$ cat config.mk
export PLATFORM = sky130hd
export DESIGN_NAME = i2c_seq_top
export DESIGN_NICKNAME = d
export VERILOG_FILES = /design/src/rtl/i2c_seq_pkg.sv /design/src/rtl/i2c_seq_admit.sv /design/src/rtl/i2c_seq_subsel.sv /design/src/rtl/i2c_seq_ctl.sv /design/src/rtl/i2c_seq_top.sv
export SDC_FILE = /design/constraint.sdc
export NUM_CORES = 1
export LEC_CHECK = 0
export BUFFER_PORTS_ARGS = -buffer_cell sky130_fd_sc_hd__buf_2
export CELL_PAD_IN_SITES_DETAIL_PLACEMENT = 0
export CELL_PAD_IN_SITES_GLOBAL_PLACEMENT = 1
export CORE_UTILIZATION = 30
export DETAILED_ROUTE_END_ITERATION = 16
export MAX_ROUTING_LAYER = met4
export PLACE_DENSITY = 0.71
export REMOVE_ABC_BUFFERS = 1
export SYNTH_ARGS = -nofsm -noshare
export SYNTH_HDL_FRONTEND = slang
export SYNTH_SLANG_ARGS = --single-unit
$ cat constraint.sdc
create_clock -name clk -period 5.9 [get_ports clk]
set_input_delay 0.885 -clock clk [delete_from_list [all_inputs] [get_ports clk]]
set_output_delay 0.885 -clock clk [all_outputs]
set_load 0.01 [all_outputs]
$ cat src/rtl/i2c_seq_pkg.sv
`timescale 1ns/1ps
// Shared types of the I2C transaction sequencer.
// Command codes are visible on the engine port and must stay fixed.
package i2c_seq_pkg;

    typedef enum logic [1:0] {
        CMD_START = 2'd0,
        CMD_WRITE = 2'd1,
        CMD_READ  = 2'd2,
        CMD_STOP  = 2'd3
    } cmd_kind_e;

    typedef enum logic [2:0] {
        S_IDLE  = 3'd0,
        S_ADDR  = 3'd1,
        S_SUB   = 3'd2,
        S_RADDR = 3'd3,
        S_DATA  = 3'd4,
        S_RX    = 3'd5,
        S_STOP  = 3'd6
    } seq_state_e;

endpackage

$ cat src/rtl/i2c_seq_admit.sv
`timescale 1ns/1ps
// Request admission check.
// Works out whether a request needs a repeated start, and whether its first
// frame fits the engine's frame limit.
// Assumes: purely combinational; the result is used only while idle.
module i2c_seq_admit #(
    parameter int SUB_BYTES = 4,
    parameter int LEN_W     = 8,
    parameter int MAX_FRAME = 14,
    parameter int SL_W      = $clog2(SUB_BYTES + 1)
) (
    input  logic             read,
    input  logic [SL_W-1:0]  sub_len,
    input  logic [LEN_W-1:0] len,
    output logic             restart,
    output logic             ok
);
    localparam int FW = LEN_W + SL_W + 1;

    logic [FW-1:0] frame;

    // Frame length: address + subaddress + data, unless the data moves to a second frame.
    always_comb begin
        restart = read && (sub_len != '0);
        frame   = FW'(1) + FW'(sub_len) + (restart ? FW'(0) : FW'(len));
        ok      = (sub_len <= SL_W'(SUB_BYTES)) && (frame <= FW'(MAX_FRAME));
    end
endmodule

$ cat src/rtl/i2c_seq_subsel.sv
`timescale 1ns/1ps
// Subaddress byte selector.
// Given the number of subaddress bytes still to send, returns the byte that
// goes out next, so that the most significant byte is sent first.
// Assumes: left == 0 or left > SUB_BYTES yields 0.
module i2c_seq_subsel #(
    parameter int SUB_BYTES = 4,
    parameter int SL_W      = $clog2(SUB_BYTES + 1)
) (
    input  logic [8*SUB_BYTES-1:0] sub,
    input  logic [SL_W-1:0]        left,
    output logic [7:0]             sel_byte
);
    logic [7:0] lanes [SUB_BYTES+1];

    assign lanes[0] = 8'h00;

    genvar g;
    generate
        for (g = 0; g < SUB_BYTES; g++) begin : g_lane
            assign lanes[g+1] = sub[8*g +: 8];
        end
    endgenerate

    // Pick lane `left`; out-of-range counts give zero.
    always_comb begin
        sel_byte = 8'h00;
        for (int i = 1; i <= SUB_BYTES; i++) begin
            if (left == SL_W'(i)) sel_byte = lanes[i];
        end
    end
endmodule

$ cat src/rtl/i2c_seq_ctl.sv
`timescale 1ns/1ps
// Transaction controller of the I2C sequencer.
// Steps through the phases (address, subaddress, repeated start, data, stop),
// keeps one engine command outstanding, and reports completion.
// Assumes: the engine returns exactly one response per accepted command, and
// write payload bytes are presented by the stream in transaction order.
module i2c_seq_ctl
    import i2c_seq_pkg::*;
#(
    parameter int SUB_BYTES = 4,
    parameter int LEN_W     = 8,
    parameter int SL_W      = $clog2(SUB_BYTES + 1)
) (
    input  logic                   clk,
    input  logic                   rst_n,
    input  logic                   req_valid,
    input  logic [6:0]             req_addr,
    input  logic                   req_read,
    input  logic [SL_W-1:0]        req_sub_len,
    input  logic [8*SUB_BYTES-1:0] req_sub,
    input  logic [LEN_W-1:0]       req_len,
    input  logic                   req_ok,
    input  logic                   req_restart,
    input  logic                   abort,
    output logic [8*SUB_BYTES-1:0] sub_q,
    output logic [SL_W-1:0]        sub_left,
    input  logic [7:0]             sub_byte,
    output logic                   req_busy,
    output logic                   arg_err,
    output logic                   done,
    output logic                   nak_err,
    output logic [LEN_W-1:0]       xfer_count,
    input  logic [7:0]             wr_data,
    input  logic                   wr_valid,
    output logic                   wr_ready,
    output logic [7:0]             rd_data,
    output logic                   rd_valid,
    output logic                   cmd_valid,
    input  logic                   cmd_ready,
    output logic [1:0]             cmd_kind,
    output logic [7:0]             cmd_byte,
    output logic                   cmd_nak,
    input  logic                   rsp_valid,
    input  logic                   rsp_nak,
    input  logic [7:0]             rsp_data
);
    seq_state_e       state;
    logic             pend;
    logic [6:0]       addr_q;
    logic             read_q;
    logic             restart_q;
    logic [LEN_W-1:0] len_q;
    logic [LEN_W-1:0] data_left;
    logic             err_q;
    logic             accept;
    cmd_kind_e        kind;

    // Phase that follows the header: the data phase of the direction, or stop when there is no data.
    function automatic seq_state_e body_state(input logic rd, input logic [LEN_W-1:0] left);
        if (left == '0) return S_STOP;
        return rd ? S_RX : S_DATA;
    endfunction

    // Command presented to the engine in each phase.
    always_comb begin
        kind     = CMD_STOP;
        cmd_byte = 8'h00;
        case (state)
            S_ADDR:  begin kind = CMD_START; cmd_byte = {addr_q, read_q & ~restart_q}; end
            S_RADDR: begin kind = CMD_START; cmd_byte = {addr_q, 1'b1}; end
            S_SUB:   begin kind = CMD_WRITE; cmd_byte = sub_byte; end
            S_DATA:  begin kind = CMD_WRITE; cmd_byte = wr_data; end
            S_RX:    begin kind = CMD_READ;  cmd_byte = 8'hFF; end
            default: begin kind = CMD_STOP;  cmd_byte = 8'h00; end
        endcase
        cmd_kind  = kind;
        cmd_valid = pend && (state != S_IDLE) && ((state != S_DATA) || wr_valid);
        cmd_nak   = (state == S_RX) && (data_left == LEN_W'(1));
        accept    = cmd_valid && cmd_ready;
        wr_ready  = accept && (state == S_DATA);
    end

    // Bytes counted as moved.
    assign xfer_count = len_q - data_left;

    // Phase sequencing, request admission and completion pulses.
    always_ff @(posedge clk) begin
        if (!rst_n) begin
            state     <= S_IDLE;
            pend      <= 1'b0;
            addr_q    <= '0;
            read_q    <= 1'b0;
            restart_q <= 1'b0;
            sub_q     <= '0;
            sub_left  <= '0;
            len_q     <= '0;
            data_left <= '0;
            err_q     <= 1'b0;
            req_busy  <= 1'b0;
            arg_err   <= 1'b0;
            done      <= 1'b0;
            nak_err   <= 1'b0;
            rd_valid  <= 1'b0;
            rd_data   <= '0;
        end else begin
            req_busy <= 1'b0;
            arg_err  <= 1'b0;
            done     <= 1'b0;
            nak_err  <= 1'b0;
            rd_valid <= 1'b0;
            if (abort) begin
                state <= S_IDLE;
                pend  <= 1'b0;
            end else if (state == S_IDLE) begin
                if (req_valid) begin
                    if (req_ok) begin
                        addr_q    <= req_addr;
                        read_q    <= req_read;
                        restart_q <= req_restart;
                        sub_q     <= req_sub;
                        sub_left  <= req_sub_len;
                        len_q     <= req_len;
                        data_left <= req_len;
                        err_q     <= 1'b0;
                        state     <= S_ADDR;
                        pend      <= 1'b1;
                    end else begin
                        arg_err <= 1'b1;
                    end
                end
            end else begin
                if (req_valid) req_busy <= 1'b1;
                if (accept) pend <= 1'b0;
                if (!pend && rsp_valid) begin
                    pend <= 1'b1;
                    case (state)
                        S_ADDR: begin
                            if (rsp_nak) begin
                                err_q <= 1'b1;
                                state <= S_STOP;
                            end else if (sub_left != '0) begin
                                state <= S_SUB;
                            end else begin
                                state <= body_state(read_q, data_left);
                            end
                        end
                        S_SUB: begin
                            if (rsp_nak) begin
                                err_q <= 1'b1;
                                state <= S_STOP;
                            end else begin
                                sub_left <= sub_left - 1'b1;
                                if (sub_left == SL_W'(1))
                                    state <= restart_q ? S_RADDR : body_state(read_q, data_left);
                            end
                        end
                        S_RADDR: begin
                            if (rsp_nak) begin
                                err_q <= 1'b1;
                                state <= S_STOP;
                            end else begin
                                state <= body_state(1'b1, data_left);
                            end
                        end
                        S_DATA: begin
                            data_left <= data_left - 1'b1;
                            if (rsp_nak && (data_left != LEN_W'(1))) begin
                                err_q <= 1'b1;
                                state <= S_STOP;
                            end else if (data_left == LEN_W'(1)) begin
                                state <= S_STOP;
                            end
                        end
                        S_RX: begin
                            rd_valid  <= 1'b1;
                            rd_data   <= rsp_data;
                            data_left <= data_left - 1'b1;
                            if (data_left == LEN_W'(1)) state <= S_STOP;
                        end
                        S_STOP: begin
                            state   <= S_IDLE;
                            pend    <= 1'b0;
                            done    <= 1'b1;
                            nak_err <= err_q;
                        end
                        default: begin
                            state <= S_IDLE;
                            pend  <= 1'b0;
                        end
                    endcase
                end
            end
        end
    end


    one_outstanding_chk: assert property (@(posedge clk) disable iff (!rst_n)
        (cmd_valid && cmd_ready) |=> !cmd_valid);


    abort_idle_chk: assert property (@(posedge clk) disable iff (!rst_n)
        abort |=> (state == S_IDLE) && !done && !cmd_valid);


    done_after_stop_chk: assert property (@(posedge clk) disable iff (!rst_n)
        done |-> $past(rsp_valid) && $past(state == S_STOP));


    rd_after_rsp_chk: assert property (@(posedge clk) disable iff (!rst_n)
        rd_valid |-> $past(rsp_valid) && $past(state == S_RX));


    count_bound_chk: assert property (@(posedge clk) disable iff (!rst_n)
        xfer_count <= len_q);


    arg_quiet_chk: assert property (@(posedge clk) disable iff (!rst_n)
        arg_err |-> (state == S_IDLE) && !cmd_valid);


    busy_only_active_chk: assert property (@(posedge clk) disable iff (!rst_n)
        req_busy |-> $past(state != S_IDLE));


    nak_with_done_chk: assert property (@(posedge clk) disable iff (!rst_n)
        nak_err |-> done);

endmodule

$ cat src/rtl/i2c_seq_top.sv
`timescale 1ns/1ps
// I2C master transaction sequencer, top level.
// Connects request admission, subaddress byte selection and the transaction
// controller. Bit timing lives in an external byte engine on the cmd/rsp port.
// Assumes: 7-bit addressing; one response per accepted engine command.
module i2c_seq_top #(
    parameter int SUB_BYTES = 4,
    parameter int LEN_W     = 8,
    parameter int MAX_FRAME = 14
) (
    input  logic                              clk,
    input  logic                              rst_n,
    input  logic                              req_valid,
    input  logic [6:0]                        req_addr,
    input  logic                              req_read,
    input  logic [$clog2(SUB_BYTES+1)-1:0]    req_sub_len,
    input  logic [8*SUB_BYTES-1:0]            req_sub,
    input  logic [LEN_W-1:0]                  req_len,
    input  logic                              abort,
    output logic                              req_busy,
    output logic                              arg_err,
    output logic                              done,
    output logic                              nak_err,
    output logic [LEN_W-1:0]                  xfer_count,
    input  logic [7:0]                        wr_data,
    input  logic                              wr_valid,
    output logic                              wr_ready,
    output logic [7:0]                        rd_data,
    output logic                              rd_valid,
    output logic                              cmd_valid,
    input  logic                              cmd_ready,
    output logic [1:0]                        cmd_kind,
    output logic [7:0]                        cmd_byte,
    output logic                              cmd_nak,
    input  logic                              rsp_valid,
    input  logic                              rsp_nak,
    input  logic [7:0]                        rsp_data
);
    localparam int SL_W = $clog2(SUB_BYTES + 1);

    logic                   req_ok;
    logic                   req_restart;
    logic [8*SUB_BYTES-1:0] sub_q;
    logic [SL_W-1:0]        sub_left;
    logic [7:0]             sub_byte;

    i2c_seq_admit #(
        .SUB_BYTES(SUB_BYTES), .LEN_W(LEN_W), .MAX_FRAME(MAX_FRAME), .SL_W(SL_W)
    ) u_admit (
        .read(req_read), .sub_len(req_sub_len), .len(req_len),
        .restart(req_restart), .ok(req_ok)
    );

    i2c_seq_subsel #(
        .SUB_BYTES(SUB_BYTES), .SL_W(SL_W)
    ) u_subsel (
        .sub(sub_q), .left(sub_left), .sel_byte(sub_byte)
    );

    i2c_seq_ctl #(
        .SUB_BYTES(SUB_BYTES), .LEN_W(LEN_W), .SL_W(SL_W)
    ) u_ctl (
        .clk(clk), .rst_n(rst_n),
        .req_valid(req_valid), .req_addr(req_addr), .req_read(req_read),
        .req_sub_len(req_sub_len), .req_sub(req_sub), .req_len(req_len),
        .req_ok(req_ok), .req_restart(req_restart), .abort(abort),
        .sub_q(sub_q), .sub_left(sub_left), .sub_byte(sub_byte),
        .req_busy(req_busy), .arg_err(arg_err), .done(done), .nak_err(nak_err),
        .xfer_count(xfer_count),
        .wr_data(wr_data), .wr_valid(wr_valid), .wr_ready(wr_ready),
        .rd_data(rd_data), .rd_valid(rd_valid),
        .cmd_valid(cmd_valid), .cmd_ready(cmd_ready), .cmd_kind(cmd_kind),
        .cmd_byte(cmd_byte), .cmd_nak(cmd_nak),
        .rsp_valid(rsp_valid), .rsp_nak(rsp_nak), .rsp_data(rsp_data)
    );
endmodule

==> results of run 1 <==
per-layer routing:
| metal | routed length (µm) | part of all wire [%] |
|---|---|---|
| met1 | 6060 | 48 |
| met2 | 5770 | 46 |
| met3 | 640 | 5.1 |
| met4 | 129 | 1.0 |
| met5 | 0 | 0 |
final timing paths:
| path | startpoint | cells past startpoint | to | slack (ps) |
|---|---|---|---|---|
| worst min-delay path | u_ctl.sub_q[7]$_SDFFE_PN0P_ | 2 | u_ctl.sub_q[7]$_SDFFE_PN0P_ | 450 |
| worst min register to register | u_ctl.sub_q[7]$_SDFFE_PN0P_ | 2 | u_ctl.sub_q[7]$_SDFFE_PN0P_ | 450 |
| worst max-delay path | req_sub_len[0] | 16 | u_ctl.sub_q[26]$_SDFFE_PN0P_ | 1800 |
| worst max register to register | u_ctl.state[2]$_SDFFE_PP0P_ | 6 | u_ctl.rd_data[6]$_SDFFE_PN0P_ | 2690 |
cell type report:
cell class | instances | area [µm²] | share of cell area, %
Multi-Input combinational cell | 457 | 2700 | 49.4
Sequential cell | 78 | 1560 | 28.6
Timing Repair Buffer | 111 | 566 | 10.4
Clock buffer | 10 | 239 | 4.38
Tap cell | 184 | 230 | 4.22
Inverter | 24 | 90.1 | 1.65
Clock inverter | 6 | 68.8 | 1.26
Antenna cell | 1 | 2.50 | 0.0459
flip-flops by register name, indices dropped and copies added, names as in the netlist, 3 cells and up:
name	count
u_ctl.rd_data	8
u_ctl.sub_q	32
u_ctl.addr_q	7
u_ctl.data_left	8
u_ctl.sub_left	3
u_ctl.len_q	8
u_ctl.state	3
synth_stat cells, types with 2 or more instances:
library cell | instances | area (µm²)
buf_2 | 4 | 20.0
a21boi_1 | 5 | 37.5
nor2b_1 | 15 | 93.8
or4_1 | 2 | 15.0
xnor2_1 | 7 | 61.3
a2bb2oi_1 | 2 | 17.5
o21a_1 | 8 | 60.1
nor2_1 | 30 | 113
mux2i_1 | 13 | 130
a31oi_1 | 2 | 12.5
a22oi_1 | 7 | 52.6
o211ai_1 | 4 | 30.0
nand4_1 | 2 | 12.5
nor3_1 | 10 | 50.1
nor4_1 | 5 | 31.3
nand2_1 | 85 | 319
nor3b_1 | 3 | 22.5
and3_1 | 6 | 37.5
clkbuf_1 | 36 | 135
xor2_1 | 3 | 26.3
o21ai_1 | 10 | 50.1
nand2b_1 | 10 | 62.6
dfxtp_1 | 78 | 1560
a21boi_0 | 2 | 15.0
a211o_1 | 2 | 17.5
o21ai_0 | 59 | 295
nand3_1 | 69 | 345
and2_1 | 5 | 31.3
ha_1 | 20 | 250
inv_1 | 24 | 90.1
o2111ai_1 | 3 | 26.3
fa_1 | 2 | 40.0
or3_1 | 5 | 31.3
a21oi_1 | 34 | 170
a21o_1 | 10 | 75.1
kinds of logic after synthesis:
group                    count (synthesis)
AND/OR/NAND/NOR                        254
XOR/XNOR                                10
multiplexers                            14
adder cells (fa/ha/maj)                 22
AO/OA/AOI/OAI                          157
flip-flops                              78
buffers and inverters                   66
power by group:
group | switching [µW] | internal [µW] | total [µW]
Sequential | 12.2 | 540 | 552
Clock | 237 | 342 | 580
Combinational | 104 | 76.7 | 181
placed cells by master, fill, tap and decap left out, types with 5 or more instances in the layout:
| master | count |
|---|---|
| o21ai_1 | 10 |
| nor3_1 | 9 |
| o21a_1 | 8 |
| nor2b_1 | 15 |
| a21oi_1 | 34 |
| nor2_1 | 30 |
| a22oi_1 | 7 |
| a21boi_1 | 5 |
| mux2i_1 | 13 |
| o21ai_0 | 59 |
| buf_2 | 107 |
| and2_1 | 5 |
| nand3_1 | 69 |
| dfxtp_1 | 78 |
| nand2b_1 | 10 |
| nor4_1 | 5 |
| inv_1 | 24 |
| and3_1 | 6 |
| nand2_1 | 85 |
| ha_1 | 20 |
| xnor2_1 | 7 |
| or3_1 | 5 |
| clkbuf_16 | 9 |
| a21o_1 | 10 |
through the flow:
step                std cells  hold slack [ps]
detailed placement        854              441
CTS                       870              454
global placement          854              439
finish                    871              452
floorplan                 559              429
global route              871              463
worst max-delay path: cells and delay by family:
kind / cells / cell delay, ps
AO/OA/AOI/OAI: 3 / 800
adder cells (fa/ha/maj): 3 / 720
AND/OR/NAND/NOR: 6 / 1070
buffers and inverters: 4 / 840
==> metrics, run 1 <==
status complete, no violations; number of DRC markers in iteration 0 251; Required @ worst endpoint 6170 ps; DP HPWL 8900 µm; post-layout instance area 0.00545 mm²; Hold Vio Cnt, Final 0; Max IR drop VDD 0.173 mV; Layout Skew 8.20 ps; critical path startpoint category input port; utilization after layout 37.4%; Final period util 69.5%; I/O Buffers 108; synthesized-area fraction occupied by adder cells 6.43%; Critical-path top delay cell buf_4; M3 GR Usage 4.60%; gr usage total 17.1%; postcts setup bufs 0; Worst Max-Slew Pin Slew 955 ps; core region area 0.0146 mm²; post-synthesis compound-gate area fraction 20.7%; drt pass-1 iters 4; Num CTS Buffers 9; met2 usage 26.9%; synthesis-to-finish area growth 20.7%; FILL cells 1561; Synth Flop Type dfxtp_1; Detailed Route WL 12600 µm; dpl cell area 0.00514 mm²; Seq/Total Area, Yosys 34.6%; Distinct cells, synth 54; fin worst setup slack 1800 ps; global-route wire length before repair 21000 µm; residual DRC count 0; cells after synthesis 601; CP endpoint kind register; largest family of logic cells by synthesized area simple AND/OR/NAND/NOR gates; Yosys warning total 0; Slew HR 36.0%; die height 125 µm; slowest cell delay on critical path 580 ps; unrepaired setup endpoints after global routing no; CP cell instances buf_2 > inv_1 > ha_1 > nand2b_1 > nand2_1 > and2_1 > ha_1 > inv_1 > fa_1 > nand2b_1 > a2111oi_0 > a2bb2oi_1 > nor4_4 > buf_4 > nand3_1 > o21ai_0; Global Route met1 Usage 21.7%; mux share of post-synthesis cell area 3.13%; min Tclk post-route 4100 ps; Final ANT Viol Nets 0; grt total ovfl 0; starting density of the core 31.0%; total power 1310 µW; maximum clock path buffer count 2; die outline width 125 µm; critical path class in -> reg; Post-Synth Simple-Gate Area 27.4%; CTS tree built; H-tree Lvls 3; power per cell area 241 mW/mm²; number of maximum-capacitance violations 0; CTS clk-pin slew, worst paths 60 ps; Max FO, Critical Path 82; # resized after CTS 0; Avg WL per Cell 14.5 µm; Sink Count 78; max-slew violations 0; Worst EP arrival 4370 ps; vias per inst 5.02; total number of vias 4371; number of synthesized flops with an enable pin 0; clock root cell clkbuf_16; share of layout cells above drive strength 1 19.7%; endpoints failing setup 0; vias in the first global route 4234; leakage 0.00222 µW; largest net degree at the start of global routing 83; Post-CTS Hold Fix Bufs 0; I/O pin count 109; gr busiest metal met2; Nets 778; Place WS 1450 ps; syn_area_per_cell 7.52 µm²; Hold Path Class reg -> reg; post-synthesis xor/xnor area fraction 1.94%; RePlAce Congestion 0.825; setup TNS 0 ps; #FFs+latches synth 78; initial antenna violation count 1; achievable frequency 244 MHz; die area 0.0156 mm²; # rows 44; ys async rst share 0%; mapped cell area 0.00452 mm²; worst skew pair latency 350 ps
Power figures use the tool's default switching activity.
==> run 2, diff against run 1 <==
- clock period: 5.9 -> 3.8 ns (I/O delays scaled with it)
==> run 2 against run 1 <==
  * Hold slack got worse by 12 ps
  * Core utilization increased by 0.90 points
  * Clock power grew 52%
  * First-iteration DRC count rose by 8.4%
  * Sequential power grew 55%
  * Via count increased by 3.1%
  * Wire length is 5.8% higher
  * Cell count up 1.7%
  * Clock-buffer cell count up 1
  * Die area did not move
  * Flip-flop and latch count stayed put
  * Design area increased by 2.4%
==> metrics, run 2 (synthesis gave the netlist of run 1 again) <==
CP endpoint kind register (unchanged); FF/Latch Area 0.00156 mm² (unchanged); Layout Skew 5.62 ps (was 8.20 ps); Final period util 92.1%; Sink Count 78 (unchanged); maximum clock path buffer count 2 (unchanged); Num CTS Buffers 9 (unchanged); most frequent cells in the layout buf_2, nand2_1, dfxtp_1, nand3_1, o21ai_0 (unchanged); Fin Hold WS 439 ps (was 452 ps); gr usage total 17.4% (was 17.1%); setup TNS 0 ps (unchanged); drt pass-1 iters 4 (unchanged); Critical-path top delay cell or3_1 (was buf_4); Worst R2R Path Depth 6 (unchanged); die height 125 µm (unchanged); post-layout instance area 0.00559 mm² (was 0.00545 mm²); critical path class in -> reg (unchanged); number of DRC markers in iteration 0 272 (was 251); Hold Path Depth 3 (was 2); die area 0.0156 mm² (unchanged); number of maximum-capacitance violations 0 (unchanged); Post-CTS Hold Fix Bufs 0 (unchanged); Slew HR 43.7% (was 36.0%); starting density of the core 31.0% (unchanged); critical path startpoint category input port (unchanged); H-tree Lvls 3 (unchanged); grt total ovfl 0 (unchanged); Worst Max-Slew Pin Slew 843 ps (was 955 ps); Required @ worst endpoint 4070 ps (was 6170 ps); Hold Vio Cnt, Final 0 (unchanged); leakage 0.00229 µW (was 0.00222 µW); CTS clk-pin slew, worst paths 60 ps (about the same); power per cell area 365 mW/mm² (was 241 mW/mm²); multi-input logic area 0.00269 mm² (was 0.00270 mm²); total number of vias 4506 (was 4371); endpoints failing setup 0 (unchanged); share of layout cells above drive strength 1 21.1% (was 19.7%); residual DRC count 0 (unchanged); die outline width 125 µm (unchanged); CP Capture Point u_ctl.data_left[4]$_SDFFE_PN0P_ (was u_ctl.sub_q[26]$_SDFFE_PN0P_); achievable frequency 286 MHz; commonest non-fill, non-tap cell in the layout buf_2 (unchanged); vias in the first global route 4359 (was 4234); Avg WL per Cell 15.1 µm (was 14.5 µm); Max FO, Critical Path 5 (was 82); utilization after layout 38.3% (was 37.4%); Detailed Route WL 13300 µm (was 12600 µm); # rows 44 (unchanged); Worst EP arrival 3770 ps (was 4370 ps); FILL cells 1555 (was 1561); Nets 793 (was 778); r2r startpoint u_ctl.state[2]$_SDFFE_PP0P_ (unchanged); I/O pin count 109 (unchanged); DP HPWL 9150 µm (was 8900 µm); initial antenna violation count 1 (unchanged); global-route wire length before repair 21200 µm (was 21000 µm); min Tclk post-route 3500 ps; Final ANT Viol Nets 0 (unchanged); reg2reg end u_ctl.data_left[4]$_SDFFE_PN0P_ (was u_ctl.rd_data[6]$_SDFFE_PN0P_); CP startpoint req_sub_len[0] (unchanged); I/O Buffers 108 (unchanged); max-slew violations 0 (unchanged); max FFs per register 32 (unchanged); vias per inst 5.09 (was 5.02); R2R Setup Slk 990 ps (was 2690 ps); DP Cell Count 865 (was 854); RePlAce Congestion 0.898 (was 0.825); status complete, no violations (unchanged); synthesis-to-finish area growth 23.7% (was 20.7%); dpl cell area 0.00523 mm² (was 0.00514 mm²); Max IR drop VDD 0.215 mV (was 0.173 mV); Biggest register u_ctl.sub_q (unchanged); unrepaired setup endpoints after global routing no (unchanged); Hold Path Class in -> reg (was reg -> reg); slowest cell delay on critical path 500 ps (was 580 ps); CTS tree built (unchanged); core region area 0.0146 mm² (unchanged); worst skew pair latency 340 ps (was 350 ps); Post-Layout Cell Count 886 (was 871); CP cell instances buf_2 > inv_1 > ha_1 > nand2b_1 > nand2_1 > and2_1 > ha_1 > inv_1 > fa_1 > nand2b_1 > a2111oi_1 > a2bb2oi_1 > or3_1 > nand2_4 > mux2_2 > a21boi_1 (was buf_2 > inv_1 > ha_1 > nand2b_1 > nand2_1 > and2_1 > ha_1 > inv_1 > fa_1 > nand2b_1 > a2111oi_0 > a2bb2oi_1 > nor4_4 > buf_4 > nand3_1 > o21ai_0); clock root cell clkbuf_16 (unchanged); largest net degree at the start of global routing 83 (unchanged)
-- run 2: critical path: cells and delay by family --
kind | cells | cell delay (ps)
adder cells (fa/ha/maj) | 3 | 730
AO/OA/AOI/OAI | 3 | 720
multiplexers | 1 | 340
buffers and inverters | 3 | 270
AND/OR/NAND/NOR | 6 | 1150
-- run 2: through the flow --
| stage | setup slack, ps | total power, µW |
|---|---|---|
| after CTS | 290 | 2060 |
| after global routing | 45.7 | 2140 |
| after detailed placement | -66.5 | 1170 |
| final | 299 | 2040 |
| after global placement | 112 | 1160 |
| after floorplan | -1250 | 1030 |
-- run 2: final cells by class --
type,count,share of cell area (%)
Inverter,24,1.61
Clock inverter,5,1.05
Timing Repair Buffer,126,12.7
Clock buffer,11,4.35
Sequential cell,78,28.0
Multi-Input combinational cell,457,48.2
Tap cell,184,4.12
Antenna cell,1,0.0448
-- run 2: per-layer routing --
metal / part of all wire (%) / global-route usage, %
met4: 1.3 / 4.25
met3: 5.2 / 4.85
met5: 0 / -
met2: 46 / 27.1
met1: 48 / 22.3
-- run 2: how the worst min path moves through the flow --
stage | start | endpoint | slack [ps]
after floorplan | u_ctl.sub_q[3]$_SDFFE_PN0P_ | u_ctl.sub_q[3]$_SDFFE_PN0P_ | 430
after global placement | u_ctl.sub_q[5]$_SDFFE_PN0P_ | u_ctl.sub_q[5]$_SDFFE_PN0P_ | 440
after detailed placement | u_ctl.sub_q[7]$_SDFFE_PN0P_ | u_ctl.sub_q[7]$_SDFFE_PN0P_ | 450
after CTS | req_sub[28] | u_ctl.sub_q[28]$_SDFFE_PN0P_ | 430
after global routing | req_sub[21] | u_ctl.sub_q[21]$_SDFFE_PN0P_ | 440
final | req_sub[28] | u_ctl.sub_q[28]$_SDFFE_PN0P_ | 440
-- run 2: timing repair --
action	4_1_cts	5_1_grt
setup endpoints to repair	0	42
endpoints found under the hold margin	0	0
setup buffers	0	2
resized for setup	0	4
-- run 2: report_power, final --
group          switching, µW  internal [µW]  leakage, µW
combinational            168            131      0.00152
sequential              19.0            838     0.000630
clock                    353            527     0.000142
total                    541           1500      0.00229
